<file path="src/rtl/kwd_pkg.sv">
package kwd_pkg;
  localparam logic [7:0] KWD_HOLD_KEY = 8'h55;

  typedef struct packed {
    logic key_wr;
    logic restart;
  } kwd_cmd_t;
endpackage

</file>
<file path="src/rtl/kwd_decode.sv">
module kwd_decode
  import kwd_pkg::*;
#(
  parameter int ADDR_W = 8,
  parameter logic [ADDR_W-1:0] KEY_ADDR = 8'hAE,
  parameter logic [ADDR_W-1:0] RESTART_ADDR = 8'hA6
) (
  input  logic              we,
  input  logic [ADDR_W-1:0] addr,
  output kwd_cmd_t          cmd
);
  function automatic logic hit(input logic w, input logic [ADDR_W-1:0] a,
                               input logic [ADDR_W-1:0] target);
    return w && (a == target);
  endfunction

  always_comb begin
    cmd.key_wr  = hit(we, addr, KEY_ADDR);
    cmd.restart = hit(we, addr, RESTART_ADDR);
  end
endmodule

</file>
<file path="src/rtl/kwd_keyreg.sv">
module kwd_keyreg
  import kwd_pkg::*;
#(
  parameter int DATA_W = 8,
  parameter logic [DATA_W-1:0] HOLD_KEY = KWD_HOLD_KEY
) (
  input  logic              clk,
  input  logic              rst,
  input  logic              key_wr,
  input  logic [DATA_W-1:0] wdata,
  output logic              run
);
  logic [DATA_W-1:0] key_q;

  always_ff @(posedge clk) begin
    if (rst)         key_q <= HOLD_KEY;
    else if (key_wr) key_q <= wdata;
  end

  assign run = (key_q != HOLD_KEY);

  assert_key_load_R3: assert property (@(posedge clk) disable iff (rst)
    key_wr |=> (key_q == $past(wdata)));
  assert_key_untouched_R8: assert property (@(posedge clk) disable iff (rst)
    !key_wr |=> $stable(key_q));
endmodule

</file>
<file path="src/rtl/kwd_counter.sv">
module kwd_counter #(
  parameter int CNT_W = 24
) (
  input  logic             clk,
  input  logic             rst,
  input  logic             tick,
  input  logic             run,
  input  logic             restart,
  output logic [CNT_W-1:0] count,
  output logic             wrap_pulse
);
  localparam int SUM_W = CNT_W + 1;

  function automatic logic [SUM_W-1:0] bump(input logic [CNT_W-1:0] c);
    return {1'b0, c} + SUM_W'(1);
  endfunction

  logic [SUM_W-1:0] sum;
  logic             advance;
  logic             wrap_now;

  assign sum      = bump(count);
  assign advance  = run && tick;
  assign wrap_now = advance && !restart && sum[CNT_W];

  always_ff @(posedge clk) begin
    if (rst) begin
      count      <= '0;
      wrap_pulse <= 1'b0;
    end else begin
      wrap_pulse <= wrap_now;
      if (restart)      count <= '0;
      else if (advance) count <= sum[CNT_W-1:0];
    end
  end

  assert_halted_holds_R2: assert property (@(posedge clk) disable iff (rst)
    (!run && !restart) |=> $stable(count));
  assert_no_tick_no_step_R5: assert property (@(posedge clk) disable iff (rst)
    (!tick && !restart) |=> $stable(count));
  assert_restart_zero_R6: assert property (@(posedge clk) disable iff (rst)
    restart |=> (count == '0));
  assert_restart_no_pulse_R9: assert property (@(posedge clk) disable iff (rst)
    restart |=> !wrap_pulse);
  assert_pulse_after_wrap_R4: assert property (@(posedge clk) disable iff (rst)
    wrap_pulse |-> (count == '0));
  assert_pulse_single_R10: assert property (@(posedge clk) disable iff (rst)
    wrap_pulse |=> !wrap_pulse);
endmodule

</file>
<file path="src/rtl/key_watchdog.sv">
module key_watchdog
  import kwd_pkg::*;
#(
  parameter int CNT_W = 24,
  parameter int ADDR_W = 8,
  parameter int DATA_W = 8,
  parameter logic [ADDR_W-1:0] KEY_ADDR = 8'hAE,
  parameter logic [ADDR_W-1:0] RESTART_ADDR = 8'hA6,
  parameter logic [DATA_W-1:0] HOLD_KEY = KWD_HOLD_KEY
) (
  input  logic              clk,
  input  logic              rst,
  input  logic              mc_tick,
  input  logic [ADDR_W-1:0] bus_addr,
  input  logic [DATA_W-1:0] bus_wdata,
  input  logic              bus_we,
  output logic              wd_reset_req
);
  kwd_cmd_t         cmd;
  logic             run;
  logic [CNT_W-1:0] count;

  kwd_decode #(.ADDR_W(ADDR_W), .KEY_ADDR(KEY_ADDR), .RESTART_ADDR(RESTART_ADDR))
    u_decode (.we(bus_we), .addr(bus_addr), .cmd(cmd));

  kwd_keyreg #(.DATA_W(DATA_W), .HOLD_KEY(HOLD_KEY))
    u_key (.clk(clk), .rst(rst), .key_wr(cmd.key_wr), .wdata(bus_wdata), .run(run));

  kwd_counter #(.CNT_W(CNT_W))
    u_cnt (.clk(clk), .rst(rst), .tick(mc_tick), .run(run), .restart(cmd.restart),
           .count(count), .wrap_pulse(wd_reset_req));

  assert_restart_ignores_key_R8: assert property (@(posedge clk) disable iff (rst)
    (bus_we && bus_addr != RESTART_ADDR && !(run && mc_tick)) |=> $stable(count));
endmodule

</file>
<file path="config.mk">
export PLATFORM = sky130hd
export DESIGN_NAME = key_watchdog
export DESIGN_NICKNAME = d
export VERILOG_FILES = /design/src/rtl/kwd_pkg.sv /design/src/rtl/kwd_decode.sv /design/src/rtl/kwd_keyreg.sv /design/src/rtl/kwd_counter.sv /design/src/rtl/key_watchdog.sv
export SDC_FILE = /design/constraint.sdc
export NUM_CORES = 1
export LEC_CHECK = 0
export ABC_AREA = 0
export BUFFER_PORTS_ARGS = -buffer_cell sky130_fd_sc_hd__buf_2
export CORE_UTILIZATION = 45
export CTS_CLUSTER_DIAMETER = 50
export DETAILED_ROUTE_END_ITERATION = 16
export PLACE_DENSITY = 0.64
export SLEW_MARGIN = 20
export SYNTH_ARGS = -nofsm -noshare
export SYNTH_HDL_FRONTEND = slang
export SYNTH_SLANG_ARGS = --single-unit
</file>
<file path="constraint.sdc">
create_clock -name clk -period 1.6 [get_ports clk]
set_clock_uncertainty 0.15 [all_clocks]
set_input_delay 0.08 -clock clk [delete_from_list [all_inputs] [get_ports clk]]
set_output_delay 0.08 -clock clk [all_outputs]
set_load 0.02 [all_outputs]
</file>
==> impl_metrics.yaml <==
run_status:
  status: "finished, violations left"
  violations: "setup timing"
setup_path:
  path_cells: "nand4bb_4, o2111ai_4, buf_12, or4_1, a21oi_1"
  r2r_start: "u_key.key_q[5]$_SDFFE_PP0P_"
  cp_slowest_cell: "or4_1"
  critical_path_class: "reg2reg"
  arrival_ns: 1.84
  worst-path-max-fanout: 23
  max_stage_delay_ns: 0.51
  reg2reg_to: "u_cnt.count[13]$_SDFFE_PP0P_"
  r2r_slack_ns: -0.11
  cp-start-kind: "register"
  cp-end-kind: "register"
  worstPathRequired_ns: 1.73
  rr_worst_depth: 5
sta:
  max_freq_mhz: 585
  finalHoldViolations: 0
  fin_setup_tns_ns: -1.13
  rsz0062_at_grt: "true"
  fin_crit_ns: 1.71
  max_slew_margin_pct: 77.4
  whs_ns: 0.0152
  setup_violations: 16
  tightest_slew_ns: 0.339
  slew_violations: 0
  finalWorstSetupSlack_ns: -0.110
  post-route-period-util_pct: 107
pwr:
  p_seq_share_pct: 56.5
  p_leak_nw: 0.985
  cellPowerDensity_nw_per_um2: 570
  ir_drop_uv: 533
  p_sw_mw: 0.331
  power_frac_comb_pct: 5.7
  sw_frac_of_total_pct: 22.9
  intPower_mw: 1.12
  total_power_mw: 1.45
  p_clk_share_pct: 37.8
logic_synthesis:
  synthFlopType: "dfxtp_1"
  synth_seq_area_share_pct: 40.2
  syn_avg_cell_area_um2: 8.75
  synth_warnings: 0
  synthTopCellsByCount: "33 x dfxtp_1, 18 x a21oi_1, 16 x nor2_1, 13 x o31ai_1, 13 x or4_1"
  synth-edff-count: 0
  ys_types: 40
  yosys-top-cells-area: "dfxtp_1 40%, o31ai_1 5.9%, or4_1 5.9%"
  netlist.top_cell.by_area: "dfxtp_1"
  syn_nets: 209
  synthesis.area_um2: 1650
  synthArstFlopShare_pct: 0
  synth.top_cell.area_share_pct: 40.2
  yosysMostFrequentCell: "dfxtp_1"
  postSynthCellCount: 188
  ys_ff_latch: 33
placement:
  place_congestion: 0.808
  dp.cells: 281
  portBuffers: 20
  dp_hpwl_um: 3120
hold_path:
  min_from: "mc_tick"
  hold_depth: 4
  whs_endpoint: "u_cnt.count[2]$_SDFFE_PP0P_"
  hold_path_class: "in2reg"
global_route:
  grt_pass1_vias: 1761
  grt_pass1_wl_um: 8020
  antenna_found_initial: 0
  overflow: 0
  grt_max_degree: 24
  track_usage_pct: 26.4
layout:
  diodes: 0
  fin_nets: 280
  multi_input_area_um2: 1110
  drive_above_1_share_pct: 48.1
  seq_area_um2: 691
  fin_cells: 306
  syn2layout_area_growth_pct: 54.4
  fillCellCount: 256
clock_network:
  cts_tree: "built"
  cts_buffers: 5
  clk_pin_slew_ns: 0.11
  root_buffer: "clkbuf_4"
  h-tree-depth: 2
  clock-sinks: 33
  clockBufferDepth: 2
  clock_latency_ns: 0.34
route:
  wl_per_cell_um: 15.8
  via_per_inst: 5.60
  drt-initial-drc-count: 118
  drc: 0
  totalWireLength_um: 4850
  firstDrtPassIters: 5
  vias: 1715
  ant_nets: 0
job:
  cap_violations: 0
die:
  fp.coreArea_um2: 3420
  fp.dieH_um: 62.5
  die_w_um: 62.5
  start_util_pct: 48.2
  io_pins: 21
  fp-row-count: 21
  die-area_um2: 3900
-- power by group through the flow --
stage,Combinational [mW],Clock [mW],Sequential [mW]
after floorplan,0.0214,0,0.841
after global placement,0.0512,0,0.841
after detailed placement,0.0538,0,0.841
after CTS,0.0718,0.558,0.820
after global routing,0.0894,0.602,0.819
final,0.0822,0.547,0.818
-- cells in the final DEF, fill, tap and decap left out, types with 4 or more instances in the layout --
cell	instances
dfxtp_2	18
buf_4	43
a21oi_2	8
nor2_1	16
inv_1	10
clkbuf_4	5
buf_2	20
dlygate4sd3_1	13
or4_1	10
nand4_1	8
dfxtp_1	13
mux2i_1	5
a21oi_1	9
nand3_1	8
nand2_1	6
a211o_1	4
o31ai_1	12
-- stage by stage --
step                util (%)  setup slack (ns)  cell area (um2)
CTS                     70.1            -0.117             2390
global placement        61.9           -0.0915             2110
finish                  74.4            -0.110             2540
detailed placement      61.9            -0.154             2110
floorplan                  -           -0.0301             1730
global route            74.4            -0.191             2540
-- worst max-delay path: cells and delay by family (launching register included) --
kind | cells | cell delay [ns]
flops | 1 | 0.34
simple gates | 2 | 0.68
buf+inv | 1 | 0.18
compound gates | 2 | 0.29
-- worst max-delay path by stage --
stage	from	endpoint	slack, ns	cells after the start
4_1_cts	u_key.key_q[5]$_SDFFE_PP0P_	u_cnt.count[17]$_SDFFE_PP0P_	-0.12	5
6_report	u_key.key_q[5]$_SDFFE_PP0P_	u_cnt.count[13]$_SDFFE_PP0P_	-0.11	5
5_1_grt	u_key.key_q[5]$_SDFFE_PP0P_	u_cnt.count[16]$_SDFFE_PP0P_	-0.19	5
3_5_place_dp	u_cnt.count[6]$_SDFFE_PP0P_	u_cnt.count[9]$_SDFFE_PP0P_	-0.15	4
3_3_place_gp	u_cnt.count[0]$_SDFFE_PP0P_	u_cnt.count[8]$_SDFFE_PP0P_	-0.09	6
2_1_floorplan	u_cnt.count[7]$_SDFFE_PP0P_	u_cnt.count[18]$_SDFFE_PP0P_	-0.03	5
-- routing by layer --
layer | global-route usage [%] | wire length, um
met4 | 11.0 | 91
met1 | 29.6 | 2070
met5 | 0 | 0
met3 | 6.57 | 161
met2 | 47.3 | 2530
-- registers in the layout (all words and copies together) (netlist names) --
signal and flops:
u_cnt.count 24, u_cnt.wrap_pulse 1, u_key.key_q 8
-- cells by family (layout without fill, tap and decap cells) --
kind of cell | after synthesis | count (layout) | synth area share, %
buffers and inverters | 23 | 95 | 6.16
and+or+nand+nor | 75 | 75 | 27.7
muxes | 6 | 6 | 3.73
DFF | 33 | 33 | 40.2
AOI/OAI and AO/OA | 45 | 45 | 18.9
xor gates and xnor gates | 5 | 5 | 2.66
adders and majority gates | 1 | 1 | 0.760
-- timing repair --
action,CTS,global route
gates cloned,0,0
endpoints found under the setup margin,18,26
hold buffers,13,0
gates resized for setup,21,27
buffers inserted,1,4
pin swaps,5,12
endpoints found under the hold margin,8,0
-- area by class of cell --
class | count | share of cell area, %
well taps | 46 | 2.26
flip-flops and latches | 33 | 27.2
clock buffers | 7 | 2.56
repair buffers | 77 | 22.6
inverters | 10 | 1.48
clock inverters | 1 | 0.197
multi-input cells | 132 | 43.8
Note: power is estimated with default switching activity, not from simulation.
